`config.mk`:
```
export PLATFORM = sky130hd
export DESIGN_NAME = uart_fifo_ctl
export DESIGN_NICKNAME = d
export VERILOG_FILES = /design/src/rtl/ufc_pkg.sv /design/src/rtl/ufc_ctrl_reg.sv /design/src/rtl/ufc_byte_fifo.sv /design/src/rtl/ufc_rx_trig.sv /design/src/rtl/uart_fifo_ctl.sv
export SDC_FILE = /design/constraint.sdc
export NUM_CORES = 1
export LEC_CHECK = 0
export BUFFER_PORTS_ARGS = -buffer_cell sky130_fd_sc_hd__buf_2
export CORE_MARGIN = 4
export CORE_UTILIZATION = 50
export DETAILED_ROUTE_END_ITERATION = 10
export PLACE_DENSITY = 0.73
export RECOVER_POWER = 100
export SYNTH_ARGS = -nofsm -noshare
export SYNTH_HDL_FRONTEND = slang
export SYNTH_SLANG_ARGS = --single-unit
```
`constraint.sdc`:
```
create_clock -name clk -period 4.1 [get_ports clk]
set_clock_uncertainty 0.05 [all_clocks]
set_input_delay 1.23 -clock clk [delete_from_list [all_inputs] [get_ports clk]]
set_output_delay 1.23 -clock clk [all_outputs]
set_load 0.03 [all_outputs]
```
`src/rtl/ufc_pkg.sv`:
```
package ufc_pkg;
  typedef enum logic [1:0] {
    TRIG_1  = 2'd0,
    TRIG_4  = 2'd1,
    TRIG_8  = 2'd2,
    TRIG_14 = 2'd3
  } rx_trig_e;

  typedef struct packed {
    rx_trig_e trig;
    logic     dma;
    logic     en;
  } ctl_t;

  localparam int unsigned EN_BIT    = 0;
  localparam int unsigned RXFL_BIT  = 1;
  localparam int unsigned TXFL_BIT  = 2;
  localparam int unsigned DMA_BIT   = 3;
  localparam int unsigned TRIG_LSB  = 6;
endpackage

```
`src/rtl/ufc_ctrl_reg.sv`:
```
module ufc_ctrl_reg
  import ufc_pkg::*;
(
  input  logic       clk,
  input  logic       rst_n,
  input  logic       we,
  input  logic [7:0] wdata,
  output ctl_t       ctl,
  output logic       tx_flush,
  output logic       rx_flush,
  output logic [7:0] rdata
);
  logic prog;
  logic mode_flip;

  assign prog      = we && wdata[EN_BIT];
  assign mode_flip = we && (wdata[EN_BIT] != ctl.en);
  assign tx_flush  = (prog && wdata[TXFL_BIT]) || mode_flip;
  assign rx_flush  = (prog && wdata[RXFL_BIT]) || mode_flip;

  always_ff @(posedge clk or negedge rst_n) begin
    if (!rst_n) begin
      ctl <= '0;
    end else if (we) begin
      ctl.en <= wdata[EN_BIT];
      if (wdata[EN_BIT]) begin
        ctl.trig <= rx_trig_e'(wdata[TRIG_LSB +: 2]);
        ctl.dma  <= wdata[DMA_BIT];
      end
    end
  end

  assign rdata = {ctl.trig, 2'b00, ctl.dma, 2'b00, ctl.en};


  fields_hold_chk: assert property (@(posedge clk) disable iff (!rst_n)
    (we && !wdata[EN_BIT]) |=> ($stable(ctl.trig) && $stable(ctl.dma) && !ctl.en));
endmodule

```
`src/rtl/ufc_byte_fifo.sv`:
```
module ufc_byte_fifo #(
  parameter int unsigned DEPTH = 16,
  parameter int unsigned DW    = 8,
  localparam int unsigned CW   = $clog2(DEPTH + 1),
  localparam int unsigned PW   = $clog2(DEPTH)
) (
  input  logic          clk,
  input  logic          rst_n,
  input  logic          flush,
  input  logic          single,
  input  logic          in_valid,
  output logic          in_ready,
  input  logic [DW-1:0] in_data,
  output logic          out_valid,
  input  logic          out_ready,
  output logic [DW-1:0] out_data,
  output logic [CW-1:0] count
);
  logic [DW-1:0] mem [DEPTH];
  logic [PW-1:0] wr_ptr, rd_ptr;
  logic [DW-1:0] last_q;
  logic [CW-1:0] limit;
  logic          push, pop;

  function automatic logic [PW-1:0] nxt(input logic [PW-1:0] p);
    return (p == PW'(DEPTH - 1)) ? '0 : p + PW'(1);
  endfunction

  assign limit     = single ? CW'(1) : CW'(DEPTH);
  assign in_ready  = !flush && (count < limit);
  assign push      = in_valid && in_ready;
  assign out_valid = (count != '0);
  assign pop       = out_valid && out_ready && !flush;
  assign out_data  = out_valid ? mem[rd_ptr] : last_q;

  always_ff @(posedge clk) begin
    if (push) mem[wr_ptr] <= in_data;
  end

  always_ff @(posedge clk or negedge rst_n) begin
    if (!rst_n) begin
      wr_ptr <= '0;
      rd_ptr <= '0;
      count  <= '0;
      last_q <= '0;
    end else if (flush) begin
      wr_ptr <= '0;
      rd_ptr <= '0;
      count  <= '0;
    end else begin
      if (push) wr_ptr <= nxt(wr_ptr);
      if (pop) begin
        rd_ptr <= nxt(rd_ptr);
        last_q <= mem[rd_ptr];
      end
      case ({push, pop})
        2'b10:   count <= count + CW'(1);
        2'b01:   count <= count - CW'(1);
        default: count <= count;
      endcase
    end
  end


  count_bound_chk: assert property (@(posedge clk) disable iff (!rst_n)
    count <= CW'(DEPTH));

  single_cap_chk: assert property (@(posedge clk) disable iff (!rst_n)
    (single && $stable(single) && !$rose(rst_n)) |-> count <= CW'(1));

  flush_empty_chk: assert property (@(posedge clk) disable iff (!rst_n)
    flush |=> count == '0);

  drop_full_chk: assert property (@(posedge clk) disable iff (!rst_n)
    (in_valid && !in_ready && !pop && !flush) |=> $stable(count));
endmodule

```
`src/rtl/ufc_rx_trig.sv`:
```
module ufc_rx_trig
  import ufc_pkg::*;
#(
  parameter int unsigned CW = 5
) (
  input  logic          clk,
  input  logic          rst_n,
  input  logic [CW-1:0] count,
  input  rx_trig_e      trig,
  input  logic          fifo_en,
  input  logic          irq_en,
  output logic          irq
);
  logic [CW-1:0] level;

  always_comb begin
    if (!fifo_en) begin
      level = CW'(1);
    end else begin
      case (trig)
        TRIG_1:  level = CW'(1);
        TRIG_4:  level = CW'(4);
        TRIG_8:  level = CW'(8);
        default: level = CW'(14);
      endcase
    end
  end

  assign irq = irq_en && (count >= level);


  top_level_irq_chk: assert property (@(posedge clk) disable iff (!rst_n)
    (fifo_en && irq_en && count >= CW'(14)) |-> irq);

  hold_irq_chk: assert property (@(posedge clk) disable iff (!rst_n)
    (!fifo_en && irq_en && count != '0) |-> irq);
endmodule

```
`src/rtl/uart_fifo_ctl.sv`:
```
module uart_fifo_ctl
  import ufc_pkg::*;
#(
  parameter int unsigned DEPTH = 16,
  parameter int unsigned DW    = 8,
  localparam int unsigned CW   = $clog2(DEPTH + 1)
) (
  input  logic          clk,
  input  logic          rst_n,
  input  logic          cfg_we,
  input  logic [7:0]    cfg_wdata,
  output logic [7:0]    cfg_rdata,
  input  logic          tx_in_valid,
  output logic          tx_in_ready,
  input  logic [DW-1:0] tx_in_data,
  output logic          tx_out_valid,
  input  logic          tx_out_ready,
  output logic [DW-1:0] tx_out_data,
  output logic [CW-1:0] tx_count,
  input  logic          rx_in_valid,
  output logic          rx_in_ready,
  input  logic [DW-1:0] rx_in_data,
  output logic          rx_out_valid,
  input  logic          rx_out_ready,
  output logic [DW-1:0] rx_out_data,
  output logic [CW-1:0] rx_count,
  input  logic          rx_irq_en,
  output logic          rx_irq,
  output logic          dma_mode,
  output logic          fifo_mode
);
  ctl_t ctl;
  logic tx_flush, rx_flush;

  ufc_ctrl_reg u_ctrl (
    .clk(clk), .rst_n(rst_n), .we(cfg_we), .wdata(cfg_wdata),
    .ctl(ctl), .tx_flush(tx_flush), .rx_flush(rx_flush), .rdata(cfg_rdata)
  );

  ufc_byte_fifo #(.DEPTH(DEPTH), .DW(DW)) u_tx_q (
    .clk(clk), .rst_n(rst_n), .flush(tx_flush), .single(!ctl.en),
    .in_valid(tx_in_valid), .in_ready(tx_in_ready), .in_data(tx_in_data),
    .out_valid(tx_out_valid), .out_ready(tx_out_ready), .out_data(tx_out_data),
    .count(tx_count)
  );

  ufc_byte_fifo #(.DEPTH(DEPTH), .DW(DW)) u_rx_q (
    .clk(clk), .rst_n(rst_n), .flush(rx_flush), .single(!ctl.en),
    .in_valid(rx_in_valid), .in_ready(rx_in_ready), .in_data(rx_in_data),
    .out_valid(rx_out_valid), .out_ready(rx_out_ready), .out_data(rx_out_data),
    .count(rx_count)
  );

  ufc_rx_trig #(.CW(CW)) u_trig (
    .clk(clk), .rst_n(rst_n), .count(rx_count), .trig(ctl.trig),
    .fifo_en(ctl.en), .irq_en(rx_irq_en), .irq(rx_irq)
  );

  assign dma_mode  = ctl.dma;
  assign fifo_mode = ctl.en;
endmodule

```
Word-level counts from Yosys, hierarchy flattened
Memories as Yosys holds them, arrays and structs flattened.
Cells that the tools add are included.
- order comparisons: 3
- div/mod/pow operators: 0
- bitwise gates (word level): 2
- reductions and logical operators: 29
- mux-type cells: 25
- multipliers: 0
- equal/unequal tests: 11
- shift operators: 0
- $add $sub $neg: 8
- operators by type and width (cell ; number):
    $mux W4 ; 12
    $mux W5 ; 4
    $pmux W5 S2 ; 2
    $add A4 B1 Y4 const B ; 4
    $eq A4 B4 Y1 const B ; 4
    $mux W8 ; 2
    $logic_and A1 B1 Y1 ; 13
    $pmux W4 S3 ; 1
    $add A5 B1 Y5 const B ; 2
    $lt A5 B5 Y1 ; 2
    $reduce_bool A5 Y1 ; 2
    $sub A5 B1 Y5 const B ; 2
    $reduce_bool A2 Y1 ; 4
    $eq A2 B1 Y1 const B ; 3
    $eq A2 B2 Y1 const B ; 3
    $reduce_and A2 Y1 ; 3
    $reduce_bool A3 Y1 ; 2
    $ge A5 B5 Y1 ; 1
    $mux W1 ; 4
    $logic_not A1 Y1 ; 2
    $logic_not A2 Y1 ; 1
    $logic_or A1 B1 Y1 ; 2
    $not A1 Y1 ; 2
    $ne A1 B1 Y1 ; 1
- flip-flop bits (word level): 46
- memories: 2
- output and inout bits: 41
- bits of input ports: 32
- logic and storage cells: 91
- memory bits (writable): 256
- ROM bits: 0
- bits in latches: 0
- memories (name ; words ; width ; read ports ; clocked after Yosys merged registers in ; write ports ; RTL line ; source):
    u_rx_q.mem ; 16 ; 8 ; 1 ; 0 ; 1 ; ufc_byte_fifo.sv:19 ; logic [DW-1:0] mem [DEPTH];
    u_tx_q.mem ; 16 ; 8 ; 1 ; 0 ; 1 ; ufc_byte_fifo.sv:19 ;

Logic depth before layout (Yosys ltp)
Gate-level depths: netlist of run 1.
- depth in word-level cells: 9
- gate-level depth with buffers: 14
- gate-level depth less buffers: 13

Hierarchy
From an unflattened synthesis of run 1, not the netlist that was laid out.
- cell total of the unflattened synthesis: 756
- area total of the unflattened synthesis: 12963.7 µm²
- modules (own cells, without submodules) (module ; times used ; seq. area each (µm²) ; cells an instance ; area an instance (µm²)):
    ufc_byte_fifo (u_tx_q) ; 1 ; 4369.2 ; 363 ; 6333.6
    ufc_byte_fifo (u_rx_q) ; 1 ; 4369.2 ; 353 ; 6267.3
    ufc_ctrl_reg ; 1 ; 100.1 ; 24 ; 249.0
    ufc_rx_trig ; 1 ; 0.0 ; 15 ; 110.1
    uart_fifo_ctl ; 1 ; 0.0 ; 1 ; 3.8

Worst setup path before layout of run 1
OpenSTA, ideal clock, no wires.
- path kind: input to output
- from: in cfg_wdata[0]
- to: out rx_in_ready
- setup slack: 0.210 ns
- path buffers: 2
- required time: 2.820 ns
- cell stages on the path: 5
- data arrival time: 2.610 ns
- cell sequence: o21a_1 > and2_1 > clkbuf_1 > clkbuf_1 > nor3_1
- cells in the longest elaborated chain, start to end: 5
- elaborated cells between the ends (all ways): 7
- those cells by class: 1 x eq/ne; 6 x reduce/logical
- ends and longest elaborated chain (item ; RTL line ; source):
    start, declared ; uart_fifo_ctl.sv:11 ; input logic [7:0] cfg_wdata,
    $ne A1 B1 Y1 / $logic_and A1 B1 Y1 (equally long branches) ; ufc_ctrl_reg.sv:17, ufc_ctrl_reg.sv:16 ;
    $logic_and A1 B1 Y1 (on tied branches) ; ufc_ctrl_reg.sv:17, ufc_ctrl_reg.sv:19 ;
    $logic_or A1 B1 Y1 * ; ufc_ctrl_reg.sv:19 ; assign rx_flush = (prog && wdata[RXFL_BIT]) || mode_flip;
    $logic_not A1 Y1 * ; ufc_byte_fifo.sv:30 ; assign in_ready = !flush && (count < limit);
    $logic_and A1 B1 Y1 * ; ufc_byte_fifo.sv:30 ;
    end, declared ; uart_fifo_ctl.sv:21 ; output logic rx_in_ready,
Mark *: on every way between the ends. The rest lies on a longest branch, timed or not.

Worst setup path after layout of run 1
- from: reg u_rx_q.rd_ptr[1]
- to: out rx_out_data[1]
- cells in the longest elaborated chain, start to end: 2
- ends and longest elaborated chain (item ; RTL line ; source):
    start, declared ; ufc_byte_fifo.sv:20 ; logic [PW-1:0] wr_ptr, rd_ptr;
    start signal, assigned ; ufc_byte_fifo.sv:53 ; rd_ptr <= nxt(rd_ptr);
    $mem_v2 Z16 W8 ; n/a ;
    $mux W8 ; ufc_byte_fifo.sv:34 ; assign out_data = out_valid ? mem[rd_ptr] : last_q;
    end, declared ; uart_fifo_ctl.sv:25 ; output logic [DW-1:0] rx_out_data,
Every way passes these cells.

==> results of run 1 <==
==> flip-flops by register name (all words and copies together) (netlist names) <==
name / count
u_rx_q.rd_ptr: 4
u_rx_q.wr_ptr: 4
u_tx_q.rd_ptr: 4
u_tx_q.count: 5
u_ctrl.ctl: 4
u_rx_q.count: 5
u_tx_q.wr_ptr: 4
u_tx_q.mem: 128
u_rx_q.last_q: 8
u_tx_q.last_q: 8
u_rx_q.mem: 128
==> what timing repair did <==
| action | in CTS | in global routing |
|---|---|---|
| pin swaps | 0 | 0 |
| endpoints found under the setup margin | 8 | 12 |
| cloned | 0 | 1 |
| setup buffers | 0 | 2 |
| gates resized for setup | 1 | 3 |
==> cells by family (layout without fill, tap and decap cells) <==
kind of cell / Yosys count / after routing / share of synthesized area, %
AOI/OAI and AO/OA: 78 / 78 / 3.68
xor gates and xnor gates: 8 / 8 / 0.542
adders and majority gates: 24 / 24 / 2.44
buffers and inverters: 55 / 180 / 1.94
DFF: 302 / 302 / 68.3
muxes: 133 / 133 / 15.3
other: 1 / 4 / 0.0290
and+or+nand+nor: 194 / 194 / 7.79
==> stage by stage <==
stage	cells	hold slack [ns]	worst slack, ns	util, %	power (mW)
global placement	1195	0.435	0.479	54.8	6.68
finish	1253	0.453	0.108	58.0	9.32
CTS	1250	0.455	0.00182	58.7	9.43
detailed placement	1195	0.439	0.445	54.8	6.73
global route	1253	0.469	0.0185	58.0	9.80
floorplan	798	0.425	0.210	-	5.94
==> report_power, final <==
group | internal, mW | total, mW | switching, mW
sequential | 3.56 | 3.78 | 0.211
combinational | 1.20 | 2.86 | 1.67
clock | 1.57 | 2.68 | 1.11
==> synth_stat cells, types with 2 or more instances <==
cell type	instances
sky130_fd_sc_hd__nand3b_1	4
sky130_fd_sc_hd__inv_1	11
sky130_fd_sc_hd__or4_4	2
sky130_fd_sc_hd__o211ai_1	3
sky130_fd_sc_hd__nor3_1	14
sky130_fd_sc_hd__o21a_1	9
sky130_fd_sc_hd__nor2b_1	5
sky130_fd_sc_hd__o21ai_0	27
sky130_fd_sc_hd__clkbuf_1	14
sky130_fd_sc_hd__nand3_1	11
sky130_fd_sc_hd__o2bb2ai_1	2
sky130_fd_sc_hd__and3_1	5
sky130_fd_sc_hd__buf_1	8
sky130_fd_sc_hd__xor2_1	4
sky130_fd_sc_hd__or3_1	2
sky130_fd_sc_hd__nor3b_1	6
sky130_fd_sc_hd__edfxtp_1	256
sky130_fd_sc_hd__xnor2_1	4
sky130_fd_sc_hd__ha_1	22
sky130_fd_sc_hd__nor2_1	25
sky130_fd_sc_hd__mux2i_1	50
sky130_fd_sc_hd__mux2_2	35
sky130_fd_sc_hd__mux4_2	48
sky130_fd_sc_hd__nand2_1	67
sky130_fd_sc_hd__a21oi_1	22
sky130_fd_sc_hd__buf_2	12
sky130_fd_sc_hd__dfrtp_1	46
sky130_fd_sc_hd__nand2_2	2
sky130_fd_sc_hd__nand2b_1	23
sky130_fd_sc_hd__buf_4	8
sky130_fd_sc_hd__fa_1	2
sky130_fd_sc_hd__and2_1	2
sky130_fd_sc_hd__nor4b_1	4
sky130_fd_sc_hd__o21ai_1	2
sky130_fd_sc_hd__and4_1	3
sky130_fd_sc_hd__inv_2	2
sky130_fd_sc_hd__a311oi_1	3
sky130_fd_sc_hd__nand4_1	16
sky130_fd_sc_hd__a21o_1	3
sky130_fd_sc_hd__o31ai_1	2
==> layout make-up <==
class                   count  area [um2]
clock buffers              35         791
clock inverters            20         185
fillers                  1937       10600
inverters                  13        48.8
multi-input cells         441        3830
flip-flops and latches    302        8850
well taps                 330         413
repair buffers            112         576
==> worst paths after layout <==
| check | to | slack (ns) | cells after the start |
|---|---|---|---|
| max | rx_out_data[1] | 0.11 | 7 |
| min | u_rx_q.last_q[1]$_DFFE_PN0P_ | 0.45 | 1 |
| max reg2reg | u_rx_q.count[4]$_DFFE_PN0P_ | 0.46 | 11 |
| min reg2reg | u_rx_q.last_q[1]$_DFFE_PN0P_ | 0.45 | 1 |
| max in group asynchronous | u_tx_q.last_q[2]$_DFFE_PN0P_ | 1.41 | 2 |
| min in group asynchronous | u_rx_q.last_q[2]$_DFFE_PN0P_ | 1.15 | 1 |
==> layout by cell type, fill, tap and decap left out, drive strengths merged, types with 22 or more instances in the layout <==
master,netlist,final
edfxtp,256,256
clkbuf,14,115
nand2,69,69
mux2i,50,50
mux4,48,48
dfrtp,46,46
mux2,35,35
buf,28,32
o21ai,31,31
nor2,25,25
nand2b,23,23
a21oi,22,22
ha,22,22
==> critical path: stages, from the launching register on <==
cell	delay, ns
sky130_fd_sc_hd__dfrtp_4	0.45
sky130_fd_sc_hd__buf_6	0.19
sky130_fd_sc_hd__mux4_2	0.54
sky130_fd_sc_hd__nand2b_1	0.16
sky130_fd_sc_hd__nand4_1	0.14
sky130_fd_sc_hd__o21ai_0	0.18
sky130_fd_sc_hd__mux2_2	0.32
sky130_fd_sc_hd__clkbuf_2	0.18
==> per-layer routing <==
metal | global-route usage (%) | part of all wire (%)
met1 | 25.0 | 42
met5 | 0 | 0
met3 | 2.55 | 4.9
met4 | 4.94 | 2.6
met2 | 30.3 | 50
==> summary.txt, run 1 <==
Outcome
  • Run status: complete, but fails checks
  • Violations in the final reports: capacitance limit, slew limit

Placed design
  • Buffers added on ports: 66
  • Final estimated routing congestion in global placement: between 0.8 and 0.9
  • Total half-perimeter wirelength after legalization and detailed placement: 16,700 um
  • DP Area: between 10,000 and 15,000 um2

Logic synthesis
  • Avg Synthesized Cell Area: 16.3 um2
  • Cell area after synthesis: approximately 13,000 um2
  • Instance count of the mapped netlist: just under 800
  • Cell type with the highest aggregate area in the netlist: sky130_fd_sc_hd__edfxtp_1
  • FFs w/ async S/R, synth: 15.2%
  • Distinct cell type count after synthesis: just under 50
  • Number of synthesized register bits: 302
  • Top flip-flop cell by instance count after synthesis: sky130_fd_sc_hd__edfxtp_1
  • Post-synth EDFFs: 256
  • Sequential fraction of the synthesis area: 68.3%
  • Yosys Warn Count: 0
  • Largest cells by area after synthesis: sky130_fd_sc_hd__edfxtp_1 (59%), sky130_fd_sc_hd__dfrtp_1 (8.9%), sky130_fd_sc_hd__mux4_2 (8.4%), sky130_fd_sc_hd__mux2i_1 (3.9%), sky130_fd_sc_hd__mux2_2 (3.0%)
  • Proportion of netlist area held by the largest area contributor: 59.4%

Timing
  • Setup TNS: 0 ns
  • Share of the clock period used by the worst path: 97.4%
  • Unrepaired setup endpoints after global routing: false
  • Worst slew margin relative to its limit: -27.1%
  • Worst slew pin tran: 1.91 ns
  • Shortest clock period the worst path allows after layout: 3.99 ns
  • Final count of pins violating max slew: 36
  • Setup violators final: 0
  • Peak Freq: 250 MHz
  • Final Hold Vio Count: 0

Floorplan
  • Area of the core region: 25,300 um2
  • Chip height: ~170 um
  • Die Outline Area: 28,500 um2
  • Num ports: 73
  • Site Rows: 58
  • Initial cell density of the core: between 50% and 60%
  • Die outline width: 169 um

Cells and area
  • Area of all placed cells without fillers: 14,700 um2
  • Layout area overhead: 13.5%
  • Number of antenna repair diodes: 0
  • Share of final-layout standard cells stronger than drive strength 1: 19.3%
  • Final-stage net count: 956

Clocking
  • Reg clk slew, reported paths: 0.06 ns
  • Cts bufs inserted: 30
  • Worst skew pair latency: 0.54 ns
  • Root buffer selected by CTS: sky130_fd_sc_hd__clkbuf_16
  • Number of hold buffers added after CTS: 0
  • Clock Sinks: 302
  • Number of H-tree branching levels: 1
  • Number of buffers on the longest clock path: 3
  • CTS tree: yes

Worst setup path
  • Critical Path AT: 2.71 ns
  • Critical path class: reg2out
  • R2r startpoint: u_rx_q.count[1]$_DFFE_PN0P_
  • Kind of launch point of the worst setup path: flop
  • Kind of end point of the critical path: primary output
  • Critical path fanouts, max: 10
  • Required time of the worst setup path: 2.82 ns
  • Startpoint of the worst setup timing path: u_rx_q.rd_ptr[1]$_DFFE_PN0P_

Global routing
  • Total routing usage reported by global routing: 18.0%
  • Number of antenna violations at the first check in global routing: 0
  • Remaining global-route overflow: 0
  • Wire length of the first global-routing pass: 40,300 um
  • Maximum number of pins on one net before global-route repair: 36
  • Via count of the first global-routing pass: about 7,200

Drt
  • Final ANT Viol Nets: 0
  • Via-to-Cell Ratio: around 5.6
  • Routed wire per std cell: 20.6 um
  • WL final: 25,800 um
  • Drt pass-1 iters: 5
  • Post-detailed-route DRC marker count: 0
  • Number of vias after detailed routing: approximately 7,100
  • Number of design-rule violations left by the first detailed-router iteration: between 500 and 600

Worst hold path
  • Hold Crit Start: u_rx_q.last_q[1]$_DFFE_PN0P_
  • Class of the tightest hold or removal check: reg2reg

Power
  • Leakage power of the design: 4.87 nW
  • PwrDens: approximately 630 nW/um2
  • Peak supply drop: 0.528 mV

Flow run
  • Number of max-capacitance violations reported: 1
Power figures use the tool's default switching activity.
==> run 2, diff against run 1 <==
==> constraint.sdc (replaced) <==
create_clock -name clk -period 4.1 [get_ports clk]
set_clock_uncertainty 0.05 [all_clocks]
set_input_delay 1.23 -clock clk [delete_from_list [all_inputs] [get_ports clk]]
set_output_delay 1.23 -clock clk [all_outputs]
set_load 0.05 [all_outputs]
==> run 2 against run 1 <==
The run still ends with capacitance limit, slew limit left. Power is 5.1% higher. Maximum frequency is 0.59% lower. Global-route usage is 0.87 points higher. Wire length is 3.1% higher. Clock power hardly changed. Setup slack worse by 0.024 ns. Via count is 1.9% higher. First-iteration DRC count is 17% lower. Die area stayed put. Critical path depth stayed put. Core utilization is 0.42 points higher. Clock-buffer cell count is 1 lower. Critical path type unchanged. Critical endpoint unchanged.
==> summary.txt, run 2 (synthesis gave the netlist of run 1 again) <==
Outcome
  • Run status: complete, but fails checks (unchanged)
  • Violations in the final reports: capacitance limit, slew limit (unchanged)

Flow run
  • Number of max-capacitance violations reported: 1 (unchanged)

Timing
  • Final count of pins violating max slew: 35 (was 36)
  • Peak Freq: 249 MHz (was 250 MHz)
  • Worst slew margin relative to its limit: -25.8% (was -27.1%)
  • Share of the clock period used by the worst path: 97.9% (was 97.4%)
  • Setup violators final: 0 (unchanged)
  • Unrepaired setup endpoints after global routing: true (was false)
  • Shortest clock period the worst path allows after layout: 4.02 ns (was 3.99 ns)
  • Worst slew pin tran: 1.89 ns (was 1.91 ns)
  • Final Hold Vio Count: 0 (unchanged)

Worst setup path
  • Cell-by-cell listing of the critical path: buf_12 > mux4_2 > nand2b_1 > nand4_1 > o21ai_0 > mux2_2 > buf_2 (was buf_6 > mux4_2 > nand2b_1 > nand4_1 > o21ai_0 > mux2_2 > clkbuf_2)
  • Critical path buffer and inverter count: 2 (unchanged)
  • Kind of launch point of the worst setup path: flop (unchanged)
  • Critical Path AT: 2.74 ns (was 2.71 ns)
  • Max stage delay on crit path: 0.50 ns (was 0.54 ns)
  • Max stage delay cell, worst path: sky130_fd_sc_hd__mux4_2 (unchanged)
  • Instance count on the critical path: 7 (unchanged)
  • Critical path class: reg2out (unchanged)
  • R2R Setup Slk: 0.39 ns (was 0.46 ns)
  • Gate family responsible for the most delay along the worst path: multiplexers (unchanged)
  • Worst reg-to-reg path cell count: 11 (unchanged)
  • Kind of end point of the critical path: primary output (unchanged)
  • Critical path fanouts, max: 8 (was 10)
  • Required time of the worst setup path: 2.82 ns (about the same)

Clocking
  • Number of hold buffers added after CTS: 0 (unchanged)
  • Number of H-tree branching levels: 1 (unchanged)
  • Reg clk slew, reported paths: 0.06 ns (about the same)
  • Root buffer selected by CTS: sky130_fd_sc_hd__clkbuf_16 (unchanged)
  • Clock Sinks: 302 (unchanged)
  • Number of buffers on the longest clock path: 3 (unchanged)
  • Cts bufs inserted: 31 (was 30)
  • CTS tree: yes (unchanged)
  • Worst skew pair latency: 0.54 ns (about the same)

Power
  • Sequential Power Share: 38.6% (was 40.5%)
  • PwrDens: 662 nW/um2 (was 634 nW/um2)
  • Total power after layout: 9.79 mW (was 9.32 mW)
  • Clock network fraction of design power: 27.7% (was 28.7%)
  • Peak supply drop: 0.831 mV (was 0.528 mV)
  • Leakage power of the design: 4.96 nW (was 4.87 nW)
  • Internal Pwr Total: 6.45 mW (was 6.33 mW)
  • Power share of the combinational group: 33.7% (was 30.7%)
  • Net switching component of the power: 3.34 mW (was 2.99 mW)
  • Net Sw Frac: 34.1% (was 32.1%)

Placed design
  • Buffers added on ports: 66 (unchanged)
  • Total half-perimeter wirelength after legalization and detailed placement: 17,300 um (was 16,700 um)
  • DP Area: 13,900 um2 (about the same)
  • Final estimated routing congestion in global placement: 0.769 (was 0.829)

Global routing
  • Via count of the first global-routing pass: 7,533 (was 7,166)
  • Number of antenna violations at the first check in global routing: 0 (unchanged)
  • Maximum number of pins on one net before global-route repair: 35 (was 36)
  • Wire length of the first global-routing pass: 42,300 um (was 40,300 um)
  • Remaining global-route overflow: 0 (unchanged)
  • Total routing usage reported by global routing: 18.9% (was 18.0%)

Cells and area
  • Share of final-layout standard cells stronger than drive strength 1: 21.0% (was 19.3%)
  • Registers with the highest flip-flop counts: u_rx_q.mem: 128 flops, u_tx_q.mem: 128 flops (unchanged)
  • Highest-count cells in the layout ignoring fill and taps: sky130_fd_sc_hd__edfxtp_1 (256), sky130_fd_sc_hd__nand2_1 (69), sky130_fd_sc_hd__clkbuf_1 (67), sky130_fd_sc_hd__mux2i_1 (50), sky130_fd_sc_hd__mux4_2 (48) (was sky130_fd_sc_hd__edfxtp_1 (256), sky130_fd_sc_hd__clkbuf_1 (72), sky130_fd_sc_hd__nand2_1 (69), sky130_fd_sc_hd__mux2i_1 (50), sky130_fd_sc_hd__mux4_2 (48))
  • Area of all placed cells without fillers: 14,800 um2 (was 14,700 um2)
  • Layout area overhead: 14.4% (was 13.5%)
  • Final-stage net count: 968 (was 956)
  • Number of antenna repair diodes: 0 (unchanged)
  • Most common cell after layout, fill and taps aside: sky130_fd_sc_hd__edfxtp_1 (unchanged)

Worst hold path
  • Class of the tightest hold or removal check: reg2reg (unchanged)
  • Hold Path Depth: 1 (unchanged)

Floorplan
  • Die Outline Area: 28,500 um2 (unchanged)
  • Chip height: 169 um (unchanged)
  • Num ports: 73 (unchanged)
  • Site Rows: 58 (unchanged)
  • Die outline width: 169 um (unchanged)
  • Area of the core region: 25,300 um2 (unchanged)
  • Initial cell density of the core: 51.1% (unchanged)

Drt
  • Via-to-Cell Ratio: 5.71 (was 5.63)
  • Post-detailed-route DRC marker count: 0 (unchanged)
  • Final ANT Viol Nets: 0 (unchanged)
  • WL final: 26,600 um (was 25,800 um)
  • Number of design-rule violations left by the first detailed-router iteration: 467 (was 564)
  • Number of vias after detailed routing: 7,193 (was 7,059)
  • Routed wire per std cell: 21.1 um (was 20.6 um)
  • Drt pass-1 iters: 5 (unchanged)
==> run 2: cell types whose count changed in the layout (fill, tap and decap cells not counted), sizes merged <==
cell	change
bufinv	+1
clkinv	-2
clkinvlp	-2
clkbuf	-15
buf	+24
bufbuf	+1
==> run 2: metal layers <==
layer | global-route usage, % | share of wire (%) | vias to the layer above
met1 | 25.6 | 41 | 3629
met4 | 4.87 | 2.7 | 0
met3 | 2.78 | 5.0 | 50
li1 | - | - | 3303
met2 | 32.6 | 51 | 211
met5 | 0 | 0 | -
==> run 2: timing repair <==
| item | in CTS | in global routing |
|---|---|---|
| endpoints found under the setup margin | 10 | 15 |
| cloned | 1 | 0 |
| gates resized for setup | 2 | 4 |
| setup buffers | 2 | 7 |
==> run 2: per-stage QoR <==
| step | setup WS, ns | hold WS [ns] | instances | setup TNS [ns] | util (%) |
|---|---|---|---|---|---|
| 3_5_place_dp | 0.286 | 0.443 | 1199 | 0 | 54.9 |
| 3_3_place_gp | 0.305 | 0.435 | 1199 | 0 | 54.9 |
| 2_1_floorplan | 0.0491 | 0.425 | 798 | 0 | - |
| 6_report | 0.0843 | 0.455 | 1260 | 0 | 58.4 |
| 5_1_grt | -0.0399 | 0.471 | 1260 | -0.166 | 58.4 |
| 4_1_cts | 0.00324 | 0.457 | 1253 | 0 | 59.0 |
==> run 2: final cells by class <==
| type | count | area, um2 |
|---|---|---|
| timing repair buffer | 123 | 663 |
| clock buffer | 34 | 787 |
| multi-input combinational | 441 | 3850 |
| sequential | 302 | 8850 |
| clock inverter | 17 | 189 |
| inverter | 13 | 48.8 |
| fill | 1939 | 10500 |
| tap | 330 | 413 |
==> run 2: final timing paths <==
path,start,to
worst min-delay path,u_rx_q.last_q[2]$_DFFE_PN0P_,u_rx_q.last_q[2]$_DFFE_PN0P_
min in group asynchronous,rst_n,u_rx_q.last_q[0]$_DFFE_PN0P_
max in group asynchronous,rst_n,u_tx_q.last_q[1]$_DFFE_PN0P_
worst min register to register,u_rx_q.last_q[2]$_DFFE_PN0P_,u_rx_q.last_q[2]$_DFFE_PN0P_
worst max-delay path,u_rx_q.rd_ptr[1]$_DFFE_PN0P_,rx_out_data[1]
worst max register to register,u_rx_q.count[1]$_DFFE_PN0P_,u_rx_q.count[4]$_DFFE_PN0P_
==> run 2: power by group through the flow <==
stage	clock [mW]	combinational, mW	sequential [mW]
final	2.71	3.30	3.78
after global routing	2.90	3.59	3.82
after CTS	2.77	3.34	3.78
after detailed placement	0	3.25	3.85
after global placement	0	3.20	3.84
after floorplan	0	2.40	3.90
